$ cat src/rtl/txf_pkg.sv
package txf_pkg;
    localparam int SEL_W     = 5;
    localparam int SEL_LSB   = 6;
    localparam int REQ_BIT   = 5;
    localparam int IDLE_BIT  = 31;
    localparam int DATA_W    = 32;
    localparam int MAX_FIFO  = 16;
    localparam logic [SEL_W-1:0] SEL_ALL = 5'b10000;

    typedef enum logic [1:0] {
        ST_IDLE  = 2'd0,
        ST_WAIT  = 2'd1,
        ST_CLEAR = 2'd2
    } flush_st_t;
endpackage

$ cat src/rtl/txf_flush_fsm.sv
module txf_flush_fsm
    import txf_pkg::*;
(
    input  logic             clk,
    input  logic             rst_n,
    input  logic             wr_hit,
    input  logic [SEL_W-1:0] wr_sel,
    input  logic             wr_req,
    input  logic             path_quiet,
    output logic             busy,
    output logic             clr_fire,
    output logic [SEL_W-1:0] sel_q
);
    flush_st_t state_q, state_d;

    always_ff @(posedge clk) begin
        if (!rst_n) begin
            state_q <= ST_IDLE;
        end else begin
            state_q <= state_d;
        end
    end

    always_comb begin
        state_d = state_q;
        unique case (state_q)
            ST_IDLE:  if (wr_hit && wr_req) state_d = ST_WAIT;
            ST_WAIT:  if (path_quiet)       state_d = ST_CLEAR;
            ST_CLEAR: state_d = ST_IDLE;
            default:  state_d = ST_IDLE;
        endcase
    end

    always_ff @(posedge clk) begin
        if (!rst_n) begin
            sel_q <= '0;
        end else if (state_q == ST_IDLE && wr_hit) begin
            sel_q <= wr_sel;
        end
    end

    always_comb begin
        busy     = (state_q != ST_IDLE);
        clr_fire = (state_q == ST_CLEAR);
    end
endmodule

$ cat src/rtl/txf_sel_decode.sv
module txf_sel_decode
    import txf_pkg::*;
#(
    parameter int NUM_FIFO = 16
) (
    input  logic                fire,
    input  logic [SEL_W-1:0]    sel,
    output logic [NUM_FIFO-1:0] clr
);
    localparam logic [SEL_W-1:0] LAST_CODE = SEL_W'(NUM_FIFO - 1);

    logic hit_all;
    assign hit_all = (sel == SEL_ALL);

    for (genvar i = 0; i < NUM_FIFO; i++) begin : g_line
        localparam logic [SEL_W-1:0] CODE = SEL_W'(i);
        assign clr[i] = fire && (hit_all || (sel == CODE && sel <= LAST_CODE));
    end
endmodule

$ cat src/rtl/txf_reg_view.sv
module txf_reg_view
    import txf_pkg::*;
#(
    parameter int                ADDR_W     = 8,
    parameter logic [ADDR_W-1:0] REG_OFFSET = 'h10,
    parameter logic [DATA_W-1:0] RESET_VAL  = 32'h2000_0000
) (
    input  logic [ADDR_W-1:0] addr,
    input  logic              master_idle,
    input  logic [SEL_W-1:0]  sel,
    input  logic              busy,
    output logic              hit,
    output logic [DATA_W-1:0] rdata
);
    localparam int RSV_LSB = SEL_LSB + SEL_W;

    assign hit = (addr == REG_OFFSET);

    always_comb begin
        rdata = '0;
        if (hit) begin
            rdata[IDLE_BIT]                = master_idle;
            rdata[IDLE_BIT-1:RSV_LSB]      = RESET_VAL[IDLE_BIT-1:RSV_LSB];
            rdata[RSV_LSB-1:SEL_LSB]       = sel;
            rdata[REQ_BIT]                 = busy;
            rdata[REQ_BIT-1:0]             = RESET_VAL[REQ_BIT-1:0];
        end
    end
endmodule

$ cat src/rtl/txf_flush_ctrl.sv
module txf_flush_ctrl
    import txf_pkg::*;
#(
    parameter int                NUM_FIFO   = 16,
    parameter int                ADDR_W     = 8,
    parameter logic [ADDR_W-1:0] REG_OFFSET = 'h10,
    parameter logic [31:0]       RESET_VAL  = 32'h2000_0000
) (
    input  logic                clk,
    input  logic                rst_n,
    input  logic                wr_en,
    input  logic [ADDR_W-1:0]   addr,
    input  logic [31:0]         wdata,
    output logic [31:0]         rdata,
    input  logic                master_idle,
    input  logic                xfer_active,
    output logic [NUM_FIFO-1:0] fifo_clr
);
    logic             reg_hit;
    logic             busy;
    logic             clr_fire;
    logic [SEL_W-1:0] sel_q;
    logic             path_quiet;
    logic             unused_wbits;

    assign path_quiet   = master_idle && !xfer_active;
    assign unused_wbits = ^{wdata[31:SEL_LSB+SEL_W], wdata[REQ_BIT-1:0]};

    txf_reg_view #(
        .ADDR_W    (ADDR_W),
        .REG_OFFSET(REG_OFFSET),
        .RESET_VAL (RESET_VAL)
    ) u_view (
        .addr       (addr),
        .master_idle(master_idle),
        .sel        (sel_q),
        .busy       (busy),
        .hit        (reg_hit),
        .rdata      (rdata)
    );

    txf_flush_fsm u_fsm (
        .clk       (clk),
        .rst_n     (rst_n),
        .wr_hit    (wr_en && reg_hit),
        .wr_sel    (wdata[SEL_LSB+SEL_W-1:SEL_LSB]),
        .wr_req    (wdata[REQ_BIT]),
        .path_quiet(path_quiet),
        .busy      (busy),
        .clr_fire  (clr_fire),
        .sel_q     (sel_q)
    );

    txf_sel_decode #(
        .NUM_FIFO(NUM_FIFO)
    ) u_dec (
        .fire(clr_fire),
        .sel (sel_q),
        .clr (fifo_clr)
    );
endmodule

$ cat config.mk
export PLATFORM = sky130hd
export DESIGN_NAME = txf_flush_ctrl
export DESIGN_NICKNAME = d
export VERILOG_FILES = /design/src/rtl/txf_pkg.sv /design/src/rtl/txf_flush_fsm.sv /design/src/rtl/txf_sel_decode.sv /design/src/rtl/txf_reg_view.sv /design/src/rtl/txf_flush_ctrl.sv
export SDC_FILE = /design/constraint.sdc
export NUM_CORES = 1
export LEC_CHECK = 0
export BUFFER_PORTS_ARGS = -buffer_cell sky130_fd_sc_hd__buf_2
export CAP_MARGIN = 5
export CORE_ASPECT_RATIO = 1.25
export CORE_MARGIN = 2
export CORE_UTILIZATION = 38
export DETAILED_ROUTE_END_ITERATION = 12
export MAX_ROUTING_LAYER = met4
export PLACE_DENSITY = 0.86
export SETUP_SLACK_MARGIN = 0.05
export SLEW_MARGIN = 20
export SYNTH_ARGS = -nofsm -noshare
export SYNTH_HDL_FRONTEND = slang
export SYNTH_SLANG_ARGS = --single-unit
$ cat constraint.sdc
create_clock -name clk -period 3.2 [get_ports clk]
set_clock_uncertainty 0.2 [all_clocks]
set_input_delay 0.64 -clock clk [delete_from_list [all_inputs] [get_ports clk]]
set_output_delay 0.64 -clock clk [all_outputs]
set_load 0.1 [all_outputs]
After elaboration in Yosys (flattened, before gate mapping)
Cells that the tools add are included.
{ "word_totals": {"output_inout_bits": 48, "n_memories": 0, "in_bits": 45, "wordCells": 85, "romBits": 0, "ff_bits": 7, "latchBits": 0, "ram_bits": 0} }
{ "classes": {"muxes": 4, "n_shift": 0, "n_lt_le_gt_ge": 1, "n_bitwise": 0, "eq_ne": 21, "n_addsub": 0, "n_reduce_logical": 57, "multipliers": 0, "div": 0} }
{ "ops": {"columns": ["operator", "n"], "rows": [
  ["== test 5 x 4 -> 1 bit, second input constant", 8],
  ["logical AND 1 bit", 36],
  ["two-way mux 32 bit", 1],
  ["== test 5 x 3 -> 1 bit, second input constant", 4],
  ["logical OR 1 bit", 16],
  ["== test 5 x 2 -> 1 bit, second input constant", 2],
  ["== test 8 x 5 -> 1 bit, second input constant", 1],
  ["== test 5 x 1 -> 1 bit, second input constant", 1],
  ["== test 5 bit, second input constant", 1],
  ["less-or-equal comparator 5 x 4 -> 1 bit, second input constant", 1],
  ["zero test 5 bit", 1],
  ["two-way mux 2 bit", 2],
  ["case mux 2 bit (2 select lines)", 1],
  ["== test 2 x 1 -> 1 bit, second input constant", 1],
  ["== test 2 bit, second input constant", 1],
  ["zero test 2 bit", 1],
  ["!= test 2 x 1 -> 1 bit, second input constant", 1],
  ["!= test 2 bit, second input constant", 1],
  ["AND reduction 2 bit", 1],
  ["nonzero test 2 bit", 1],
  ["zero test 1 bit", 1]
]} }

Depth between registers and ports, before layout
Gate-level depths: netlist of the first run.
{ "depth": {"depth_word": 5, "depth_mapped": 4, "depth_no_buf": 3} }

Cells and area by module
From an unflattened synthesis of the first run, not the netlist that was laid out.
{ "hier_totals": {"hier_cells": 136, "area_unflattened_um2": 1116.1} }
{ "by_module_without_submodules": {"columns": ["mod", "seq_area_each_um2", "cells_per_inst", "n_inst", "area_each_um2"], "rows": [
  ["txf_sel_decode", 0.0, 57, 1, 460.4],
  ["txf_reg_view", 0.0, 45, 1, 335.3],
  ["txf_flush_fsm", 140.1, 32, 1, 300.3],
  ["txf_flush_ctrl", 0.0, 2, 1, 20.0]
]} }

Worst setup path after synthesis of the first run
OpenSTA, ideal clock, no wires.
{ "synth_path": {"path_type": "register to output", "start": "register u_fsm.sel_q[4]", "end": "output port fifo_clr[3]", "stages_incl_launch_ff": 3, "t_required_ps": 2360, "arrival_ps": 4084, "slack_ps": -1724, "path_buffers": 0, "cell_sequence": "dfxtp_1 -> or3b_1 -> a2111oi_1"} }
{ "synth_via": {"elab_chain_cells": 4, "word_cells_on_any_way": 6, "cone_classes": "order compare: 1; eq/ne: 2; reduce/logical: 3"} }
{ "synth_rtl": {"columns": ["item", "line", "rtl"], "rows": [
  ["start, declared", "txf_flush_fsm.sv:12", "output logic [SEL_W-1:0] sel_q"],
  ["start signal, assigned", "txf_flush_fsm.sv:38", "sel_q <= wr_sel;"],
  ["less-or-equal comparator 5 x 4 -> 1 bit or == test 5 x 2 -> 1 bit (tied branches)", "txf_sel_decode.sv:17", "assign clr[i] = fire && (hit_all || (sel == CODE && sel <= LAST_CODE));"],
  ["logical AND 1 bit", "txf_sel_decode.sv:17", null],
  ["logical OR 1 bit *", "txf_sel_decode.sv:17", null],
  ["logical AND 1 bit *", "txf_sel_decode.sv:17", null],
  ["end, declared", "txf_flush_ctrl.sv:17", "output logic [NUM_FIFO-1:0] fifo_clr"]
]} }
Mark *: on every way between the ends. The rest lies on a longest branch, timed or not.

Final worst setup path of the first run
{ "layout_path": {"start": "register u_fsm.sel_q[4]", "end": "output port fifo_clr[15]"} }
{ "layout_via": {"elab_chain_cells": 4, "word_cells_on_any_way": 6, "cone_classes": "order compare: 1; eq/ne: 2; reduce/logical: 3"} }
{ "layout_rtl": {"columns": ["item", "line"], "rows": [
  ["less-or-equal comparator 5 x 4 -> 1 bit or == test 5 x 4 -> 1 bit (tied branches)", "txf_sel_decode.sv:17"],
  ["logical AND 1 bit", "txf_sel_decode.sv:17"],
  ["logical OR 1 bit *", "txf_sel_decode.sv:17"],
  ["logical AND 1 bit *", "txf_sel_decode.sv:17"]
]} }
Marks and branches as above.

==> metrics list, run 1 <==
- Counting along the longest clock path gives a buffer depth of 2.
* Upper clock frequency limit: 334 MHz
* Power consumption: 0.315 mW
* Ratio of cells with drive above 1 in the final layout: 42.4%
- The net count of the finished layout is 204.
- Data on the critical path arrives at its endpoint at 2150 ps.
- The final route contains 870 vias.
- Routability Congestion: 0.726
* Transition time of the tightest slew-check pin: 829 ps
- The worst hold path terminates at u_fsm.sel_q[0]$_SDFFE_PN0P_.
- Via count normalized by instance count: 4.60
- OpenSTA, run right after detailed placement, puts the worst setup slack at 411 ps.
- The number of max-slew violations in the final report is 0.
* Antenna diode count: 0
- Post-route DRC: 0
- The flow ran to the end, and the final reports show no timing, DRC or antenna violations.
- The tree is rooted in a clkbuf_4.
- Count of cell types in the netlist: 33
* Worst setup slack after layout: 207 ps
* Sum of negative setup slack: 0 ps
- The tool flagged a number of max-cap violations equal to 0.
* Maximum level of the CTS H-tree: 1
- Kind of start point of the critical path: register
- The Yosys step of the flow raised 0 warnings.
- Routed Antenna Nets: 0
- CTS sink count: 7
* Worst R2R Setup Slack: 1820 ps
* Worst setup path category: register to output port
- Syn Area/Cell: 7.56 um2
- STA classifies the critical path endpoint as an output port.
* Average wire per cell in the routed design: 10.6 um
* Clock-pin transition on the worst setup and hold timing paths: 50 ps
- Measured against its own limit, the worst slew margin works out to 44.7%.
* Post-DP HPWL: 1.56 mm
- Clock latency on the worst-skew pair: 250 ps
- After global routing the overflow that remains totals 0.
- The tightest min-delay check is of the register to register type.
- In this run, CTS created clock tree buffers numbering 3.
- The die is 58.6 um tall.
* Area added between synthesis and finish: 26.9%
- Post-cts repair resize count: 0
- Via count of the first global-routing pass: 655
- Across the whole layout, storage elements account for 140 um2.
- Post-layout min period: 2990 ps
- Sequential-to-total area share from yosys stat: 15.4%
* Start point of the worst min-delay path: u_fsm.sel_q[0]$_SDFFE_PN0P_
* Number of hold buffers added after cts: 0
- The die covers 0.00280 mm2.
- Most common cell after layout, fill and taps aside: buf_2
- The worst register-to-register path begins at u_fsm.sel_q[2]$_SDFFE_PN0P_.
- The total area inside the core boundary comes to 0.00223 mm2.
* Initial antenna violation count: 0
* First-pass GRT wire length: 2.80 mm
- In this run, the number of DRC markers left after iteration 0 of detailed routing was 14.
* Number of buffers added for setup after CTS: 0
- Largest net degree at the start of global routing: 22
- Synthesis-stage register bit count: 7
- Most frequent cells in the layout: buf_2, conb_1, nand2_1
* Number of instances in the synthesized netlist: 120
- Setup repair after global routing left no endpoint under its margin.
- Measured on the finished design, the core utilization comes to 51.5%.
* Area of all placed cells without fillers: 0.00115 mm2
* Placed Area: 0.00112 mm2
* Die span in x: 47.7 um
* Worst hold path cell count: 2
- Hold Violations, Final: 0
- Area taken by multi-input logic gates: 713 um2
- Final Routed Wirelength: 2.00 mm
- Leakage power summed over all cells: 0.547 nW
- Clock tree from TritonCTS: done
- Fillcell total: 232
- The worst register-to-register path ends at u_fsm.sel_q[2]$_SDFFE_PN0P_.
* 1st-pass router iterations: 5
- After layout, the worst path uses 93.5% of the clock period.
- Pwr Density: 274 mW/mm2
- For this configuration, the core starts out at a cell density of 40.6%.
- Global routing used 13.9% of the available tracks across all layers.
- Total of endpoints with negative setup slack in the final report: 0
- Max FO, Critical Path: 14
- Required time of the critical path: 2360 ps
- The worst-case IR drop observed on VDD is 0.000179 V.
- Port bufs: 42
- Boundary Pins: 93
* Total standard cell area after synthesis: 907 um2
- Number of placement rows: 19
* Cell depth of the worst flop-to-flop path: 2
[synthesized netlist by cell type]
library cell   n  area share (%)
a2111oi_1      1             1.1
a21oi_1        2             1.1
a22oi_1        1            0.83
a31oi_1        2             1.4
a32oi_1        2             1.9
and2_1         1            0.69
and3_1         6             4.1
buf_2          5             2.8
buf_4         25              21
clkbuf_1       4             1.7
conb_1         1            0.41
dfxtp_1        7              15
mux2i_1        8             8.8
nand2_1       12             5.0
nand2b_1       1            0.69
nand3b_1       1            0.83
nand4_1        1            0.69
nand4_4        1             2.3
nor2_1         6             2.5
nor2b_1        7             4.8
nor3_1         6             3.3
nor3b_1        2             1.7
nor4_1         6             4.1
nor4_4         1             2.3
nor4b_1        2             1.9
nor4b_4        1             2.6
o21ai_0        1            0.55
o22ai_1        1            0.69
or2_1          1            0.69
or2_2          1            0.69
or3_1          1            0.69
or3b_1         1            0.97
xnor2_1        2             1.9
[state kept, by name, indices dropped and copies added, names as in the netlist]
| name | flops |
|---|---|
| u_fsm.sel_q | 5 |
| u_fsm.state_q | 2 |
[power breakdown]
part / internal (mW) / total, mW / leakage [nW] / switching, mW
registers: 0.0873 / 0.0876 / 0.0564 / 0.000336
clock network: 0.0477 / 0.0828 / 0.0150 / 0.0351
logic: 0.0115 / 0.145 / 0.475 / 0.133
total: 0.147 / 0.315 / 0.547 / 0.169
[routing by layer]
metal / global-route usage, % / routed length (um) / vias to the layer above
li1: - / - / 449
met1: 15.9 / 857 / 386
met2: 22.3 / 1010 / 33
met3: 2.76 / 102 / 2
met4: 6.95 / 25 / 0
met5: - / 0 / -
[critical path: stages, from the launching register on]
cell	delay, ps
dfxtp_1	580
or3b_1	420
or3_1	330
a21oi_2	130
buf_2	430
[cell type report]
type,count,area share [%]
multi-input combinational,102,62.0
timing repair buffer,45,20.2
sequential,7,12.2
tap,31,3.37
clock buffer,4,2.28
[worst max path at each step]
stage                           startpoint            to  depth (start not counted)
6_report       u_fsm.sel_q[4]$_SDFFE_PN0P_  fifo_clr[15]                          4
5_1_grt        u_fsm.sel_q[4]$_SDFFE_PN0P_  fifo_clr[15]                          4
4_1_cts        u_fsm.sel_q[4]$_SDFFE_PN0P_  fifo_clr[15]                          4
3_5_place_dp                       addr[1]      rdata[5]                          5
3_3_place_gp                       addr[1]      rdata[5]                          5
2_1_floorplan  u_fsm.sel_q[4]$_SDFFE_PN0P_   fifo_clr[3]                          2
[through the flow]
step / hold WS, ps / instances
floorplan: 277 / 143
global placement: 274 / 185
detailed placement: 284 / 185
CTS: 291 / 189
global route: 322 / 189
finish: 297 / 189
[kinds of logic (layout without fill, tap and decap cells)]
group | count (synthesis) | count (layout) | share of synthesized area [%]
and+or+nand+nor | 58 | 58 | 40.7
buffers and inverters | 34 | 49 | 25.1
AOI/OAI and AO/OA | 10 | 10 | 7.59
muxes | 8 | 8 | 8.83
DFF | 7 | 7 | 15.4
xor gates and xnor gates | 2 | 2 | 1.93
other | 1 | 24 | 0.413
No activity file was read; power rests on OpenSTA's default activity.
==> run 2: changes to the inputs <==
Settings changed: CORE_UTILIZATION 38 to 32, PLACE_DENSITY 0.86 to 0.77.
Clock period 3.2 ns to 2.42 ns, I/O delays scaled along.
==> metrics list, run 2 (same netlist as run 1, synthesis figures left out) <==
- Run status: completed
- The reg2reg setup slack came to 1050 ps (-770 ps).
- The placed cell count came to 194 (+4.9%).
- Post-DP HPWL: 2.25 mm (+44%)
- Routability Congestion: 0.866 (+19%)
- The detail-routed via count per cell is 4.88 (+6.0%).
* Total routed wire length on the met1 layer: 999 um (+17%)
- Number of CTS-inserted buffers: 3 (unchanged)
- Number of placement rows: 21 (+2)
- Leakage power summed over all cells: 0.711 nW (+30%)
* Register with the most flip-flops: u_fsm.sel_q
- The met3 wire length came to 172 um (+69%).
* GRT Overall Usage: 17.6% (+3.7 points)
- Non-Filler Instances: 207 (+9.5%)
- Power consumption: 0.414 mW (+31%)
- The number of antenna violations at the first check in global routing is 0 (unchanged).
* Largest voltage drop on the vdd net: 0.000273 V (+52%)
- Clock latency on the worst-skew pair: 250 ps (about the same)
* Reported max-cap violation count: 0 (unchanged)
* Post-route clock period utilization: 98.9%
- The number of hold violations in the final report was 0 (unchanged).
* First-pass GRT wire length: 4.36 mm (+56%)
* Required time of the critical path: 1740 ps (-620 ps)
- The worst setup path is captured at an output port.
* Average wire per cell in the routed design: 14.5 um (+37%)
- Kind of start point of the critical path: register
- Largest net degree at the start of global routing: 15 (-32%)
* Die extent in y: 63.5 um (+8.4%)
- TritonCTS built the clock tree.
- Wire length on met2: 1.82 mm (+80%)
- Maximum level of the CTS H-tree: 1 (unchanged)
* Final-stage net count: 219 (+7.4%)
- The arrival time at the worst endpoint was 1710 ps (-440 ps).
- The sum of negative setup slack came to 0 ps (unchanged).
* Floorplan Core Area: 0.00268 mm2 (+20%)
- Unrepaired setup endpoints after global routing: yes
- Largest registers in the final layout: u_fsm.sel_q: 5 flops, u_fsm.state_q: 2 flops
- The routed via count was 1010 (+16%).
- Boundary Pins: 93 (unchanged)
- Worst hold path cell count: 2 (unchanged)
- Clock-pin transition on the worst setup and hold timing paths: 50 ps (about the same)
- The maximum buffer depth of the clock tree was 2 (unchanged).
- Full die area: 0.00328 mm2 (+17%)
* Fillcell total: 199 (-14%)
- Routed Antenna Nets: 0 (unchanged)
- The tightest min-delay check is of the input port to register type.
- The highest metal layer carrying signal wires in the routed design is met3.
- Endpoint of the worst-slack reg-to-reg timing path: u_fsm.sel_q[0]$_SDFFE_PN0P_
- The starting density of the core came to 33.8% (-6.7 points).
- Startpoint of the lowest-slack register-to-register path: u_fsm.state_q[1]$_SDFFE_PN0P_
- Final Routed Wirelength: 2.99 mm (+50%)
- 1st-pass router iterations: 4 (-1)
- Start point of the worst min-delay path: xfer_active
- Ratio of cells with drive above 1 in the final layout: 61.8% (+19 points)
- The number of port buffers is 42 (unchanged).
* Cell depth of the worst flop-to-flop path: 3 (+1)
* Post-layout min period: 2390 ps
* Upper clock frequency limit: 418 MHz
- The critical-path maximum fanout was 5 (-9).
* Number of flip-flops under the largest register name: 5 (unchanged)
- The worst hold slack came to 208 ps (-89.3 ps).
* Most frequent cells in the layout: buf_12, conb_1, buf_2
- Total of endpoints with negative setup slack in the final report: 0 (unchanged)
* Via count of the first global-routing pass: 938 (+43%)
- Reg area: 156 um2 (+12%)
* Area taken by multi-input logic gates: 906 um2 (+27%)
- The horizontal extent of the die was 51.6 um (+8.2%).
- Max-slew violation count: 0 (unchanged)
- The remaining global-route overflow was 0 (unchanged).
- The placement-stage worst setup slack came to 162 ps (-249 ps).
* Most common cell after layout, fill and taps aside: buf_12
- The power per cell area is 223 mW/mm2 (-18%).
- The sink count of the clock tree came to 7 (unchanged).
* Antenna diode count: 0 (unchanged)
* Area added between synthesis and finish: 105%
- End of the worst hold path: u_fsm.state_q[1]$_SDFFE_PN0P_
- Worst setup slack after layout: 26.9 ps (-180 ps)
* DRT iter0 DRCs: 16 (+2)
- The count of hold-fix buffers inserted at cts was 0 (unchanged).
- Clk root buf: clkbuf_4
- The DRC violation count after routing was 0 (unchanged).
- Worst setup path category: register to output port
run 2: stage by stage:
step | instance area [um2] | util [%]
after floorplan | 1310 | -
after global placement | 1700 | 63.4
after detailed placement | 1700 | 63.4
after CTS | 1780 | 66.4
after global routing | 1860 | 69.3
final | 1860 | 69.3
run 2: critical path, cell delays in order (launching register included):
cell and delay [ps]:
dfxtp_4 360, or3b_4 410, or3_4 350, a21oi_4 150
buf_12 190
run 2: how the worst max path moves through the flow:
stage | start | endpoint | slack [ps] | cells after the start
finish | u_fsm.sel_q[0]$_SDFFE_PN0P_ | fifo_clr[15] | 30 | 4
global route | u_fsm.sel_q[1]$_SDFFE_PN0P_ | fifo_clr[15] | -20 | 4
CTS | u_fsm.sel_q[0]$_SDFFE_PN0P_ | fifo_clr[15] | 9 | 4
detailed placement | u_fsm.sel_q[0]$_SDFFE_PN0P_ | fifo_clr[3] | 160 | 4
global placement | u_fsm.sel_q[0]$_SDFFE_PN0P_ | fifo_clr[15] | 240 | 4
floorplan | u_fsm.state_q[0]$_SDFFE_PN0P_ | fifo_clr[5] | -290 | 3
run 2: timing repair:
item                                    in CTS  in global routing
buffers inserted                             5                  4
cloned                                       0                  0
endpoints found under the hold margin        0                  0
resized for setup                            6                 11
pin swaps                                    1                  4
endpoints found under the setup margin      12                 10
run 2: metal layers:
layer / up-vias / track usage (%)
met1: 486 / 17.6
met3: 0 / 2.84
met2: 42 / 33.7
met4: 0 / 5.26
li1: 482 / -
met5: - / -
run 2: cell type report:
class / count / share of cell area [%]
Timing Repair Buffer: 60 / 39.1
Clock buffer: 4 / 1.42
Multi-Input combinational cell: 102 / 48.8
Tap cell: 34 / 2.29
Sequential cell: 7 / 8.42
run 2: report_power, final:
group	internal, mW	switching (mW)
Combinational	0.0172	0.178
Sequential	0.111	0.000324
Clock	0.0630	0.0446
==> run 3: changes to the inputs <==
Settings changed: PLACE_DENSITY 0.77 to 0.75.
==> metrics list, run 3 (same netlist as run 1, synthesis figures left out) <==
- Run status: completed
- Final Routed Wirelength: 2.59 mm (-13%)
- Bufs and invs on worst path: 1 (unchanged)
- Fillcell total: 222 (+12%)
* Non-Filler Instances: 203 (-1.9%)
- The portion of total power attributed to the clock network came to 25.0% (-1.0 points).
- Worst setup path category: register to output port
- The total routing usage reported by global routing was 16.0% (-1.6 points).
- Max-slew violation count: 0 (unchanged)
- Antenna diode count: 0 (unchanged)
- Clk root buf: clkbuf_4
- Post-layout min period: 2400 ps (+10.8 ps)
* Boundary Pins: 93 (unchanged)
- GR peak layer: met2
- DRT iter0 DRCs: 9 (-7)
* Placed Area: 0.00168 mm2 (-1.2%)
- The share of cells above drive strength 1 was 62.1% (+0.28 points).
- Number of flip-flops under the largest register name: 5 (unchanged)
- Register with the most flip-flops: u_fsm.sel_q
* Leakage power summed over all cells: 0.689 nW (-3.1%)
- Via count normalized by instance count: 4.70 (-3.6%)
- Maximum level of the CTS H-tree: 1 (unchanged)
* Remaining global-route overflow: 0 (unchanged)
* Power consumption: 0.410 mW (-0.99%)
* Area of all placed cells without fillers: 0.00178 mm2 (-4.0%)
- Number of CTS-inserted buffers: 3 (unchanged)
- Average wire per cell in the routed design: 12.8 um (-12%)
- Hold Violations, Final: 0 (unchanged)
* Endpoint of the worst-slack reg-to-reg timing path: u_fsm.sel_q[4]$_SDFFE_PN0P_
- Kind of cell adding the most delay to the critical path: simple AND/OR/NAND/NOR gates
- The routability congestion estimate from global placement is 0.870 (+0.51%).
- In this run the critical register-to-register path is launched from u_fsm.state_q[1]$_SDFFE_PN0P_.
- The number of port buffers is 42 (unchanged).
- Min-delay worst type: input port to register
- Setup repair after global routing could not meet its margin everywhere.
* Floorplan Core Area: 0.00268 mm2 (unchanged)
* Die span in x: 51.6 um (unchanged)
- The number of maximum-capacitance constraint violations came to 0 (unchanged).
* Combinational fraction of design power: 47.3% (about the same)
- Pwr Density: 230 mW/mm2 (+3.1%)
- The longest individual stage delay on the worst path was 420 ps (about the same).
* 1st-pass router iterations: 4 (unchanged)
- Clock tree from TritonCTS: done
- The switching power is 0.220 mW (-1.5%).
* CP max stage cell: or3b_4
- Post-route DRC: 0 (unchanged)
- The reg2reg setup slack was 1050 ps (about the same).
- The global routing met2 resource utilization is 30.6% (-3.0 points).
- Largest registers in the final layout: u_fsm.sel_q: 5 flops, u_fsm.state_q: 2 flops
- The placed cell count is 195 (+0.52%).
- The global routing met1 resource utilization is 17.0% (-0.57 points).
* Post-route clock period utilization: 99.3% (+0.45 points)
- CTS sink count: 7 (unchanged)
- The clock-pin slew on the worst setup and hold paths is 50 ps (about the same).
- Internal cell power: 0.190 mW (-0.39%)
- From synthesis to final layout, the design area changed by 96.6%.
- Initial cell density of the core: 33.8% (unchanged)
- The worst setup path is launched from a register.
- Following the worst setup path forward leads to its endpoint at fifo_clr[15].
- Most frequent cells in the layout: conb_1, buf_12, buf_2
* Worst EP arrival: 1720 ps (about the same)
* Vias after detailed routing: 955 (-5.4%)
- The area enclosed by the die boundary was 0.00328 mm2 (unchanged).
* First-pass GRT wire length: 4.01 mm (-8.1%)
- Routed Antenna Nets: 0 (unchanged)
* Required time of the critical path: 1740 ps (about the same)
* Worst hold path cell count: 2 (unchanged)
- The placement row count is 21 (unchanged).
- Tracing the worst setup path back leads to its startpoint at u_fsm.sel_q[1]$_SDFFE_PN0P_.
- The number of global-route vias before repair came to 857 (-8.6%).
- The number of setup violations in the final report was 0 (unchanged).
- The share of the core filled with cells in the final layout came to 66.5% (-2.8 points).
- The sequential share of power came to 27.7% (+0.8 points).
- The cell depth of the worst setup path was 4 (unchanged).
- The largest net degree at the start of global routing was 16 (+1).
- Max FO, Critical Path: 5 (unchanged)
- Final-stage net count: 215 (-1.8%)
- Critical-path cell list: or3b_4 -> or3_4 -> a21oi_4 -> buf_12
- The net switching fraction of the power is 53.6% (-0.28 points).
- The worst setup path is captured at an output port.
- Largest voltage drop on the vdd net: 0.000262 V (-4.0%)
- The met3 usage is 1.90% (-0.95 points).
* Cell depth of the worst flop-to-flop path: 3 (unchanged)
- Clock Path Buffers: 2 (unchanged)
- Die extent in y: 63.5 um (unchanged)
* Upper clock frequency limit: 416 MHz (-0.45%)
- The detailed-placement wirelength estimate came to 2.13 mm (-5.4%).
- The number of antenna violations at the first check in global routing is 0 (unchanged).
- The worst hold slack is 217 ps (+9.29 ps).
* Clock latency on the worst-skew pair: 240 ps (about the same)
[run 3: changes by cell type in the layout (fill, tap and decap cells not counted), sizes merged]
| cell | delta |
|---|---|
| clkinv | +1 |
| buf | -5 |
[run 3: layer usage]
metal	wire (um)	share of wire [%]
met3	140	5.4
met2	1550	60
met1	901	35
met4	0	0
met5	0	0
[run 3: worst min path at each step]
stage / start / endpoint / slack (ps)
2_1_floorplan: u_fsm.state_q[0]$_SDFFE_PN0P_ / u_fsm.state_q[1]$_SDFFE_PN0P_ / 280
3_3_place_gp: u_fsm.sel_q[3]$_SDFFE_PN0P_ / u_fsm.sel_q[3]$_SDFFE_PN0P_ / 280
3_5_place_dp: u_fsm.sel_q[3]$_SDFFE_PN0P_ / u_fsm.sel_q[3]$_SDFFE_PN0P_ / 290
4_1_cts: xfer_active / u_fsm.state_q[1]$_SDFFE_PN0P_ / 210
5_1_grt: xfer_active / u_fsm.state_q[1]$_SDFFE_PN0P_ / 220
6_report: xfer_active / u_fsm.state_q[1]$_SDFFE_PN0P_ / 220
[run 3: final cells by class]
type | instances | area, um2 | area share, %
Multi-Input combinational cell | 102 | 886 | 49.7
Timing Repair Buffer | 56 | 676 | 37.9
Sequential cell | 7 | 151 | 8.49
Tap cell | 34 | 42.5 | 2.39
Clock buffer | 3 | 22.5 | 1.26
Clock inverter | 1 | 5.00 | 0.281
[run 3: timing repair]
action                     4_1_cts  5_1_grt
buffers inserted                 2        2
gates resized for setup          6        9
pin swaps                        2        2
hold buffers                     0        0
setup endpoints to repair        6        9
[run 3: power groups by stage]
stage | Clock [mW] | Combinational (mW) | Sequential [mW]
after global placement | 0 | 0.192 | 0.118
final | 0.103 | 0.194 | 0.113
after floorplan | 0 | 0.203 | 0.118
after CTS | 0.107 | 0.194 | 0.113
after global routing | 0.117 | 0.199 | 0.113
after detailed placement | 0 | 0.193 | 0.118
[run 3: through the flow]
stage	worst slack, ps	TNS (ps)
CTS	15.6	0
global route	-32.7	-32.7
floorplan	-288	-829
global placement	240	0
detailed placement	224	0
finish	16.2	0
[run 3: worst register-to-register path, stage by stage, from the launching register on]
cell	delay, ps
dfxtp_1	340
nor2_1	330
nand4_4	220
mux2i_1	170
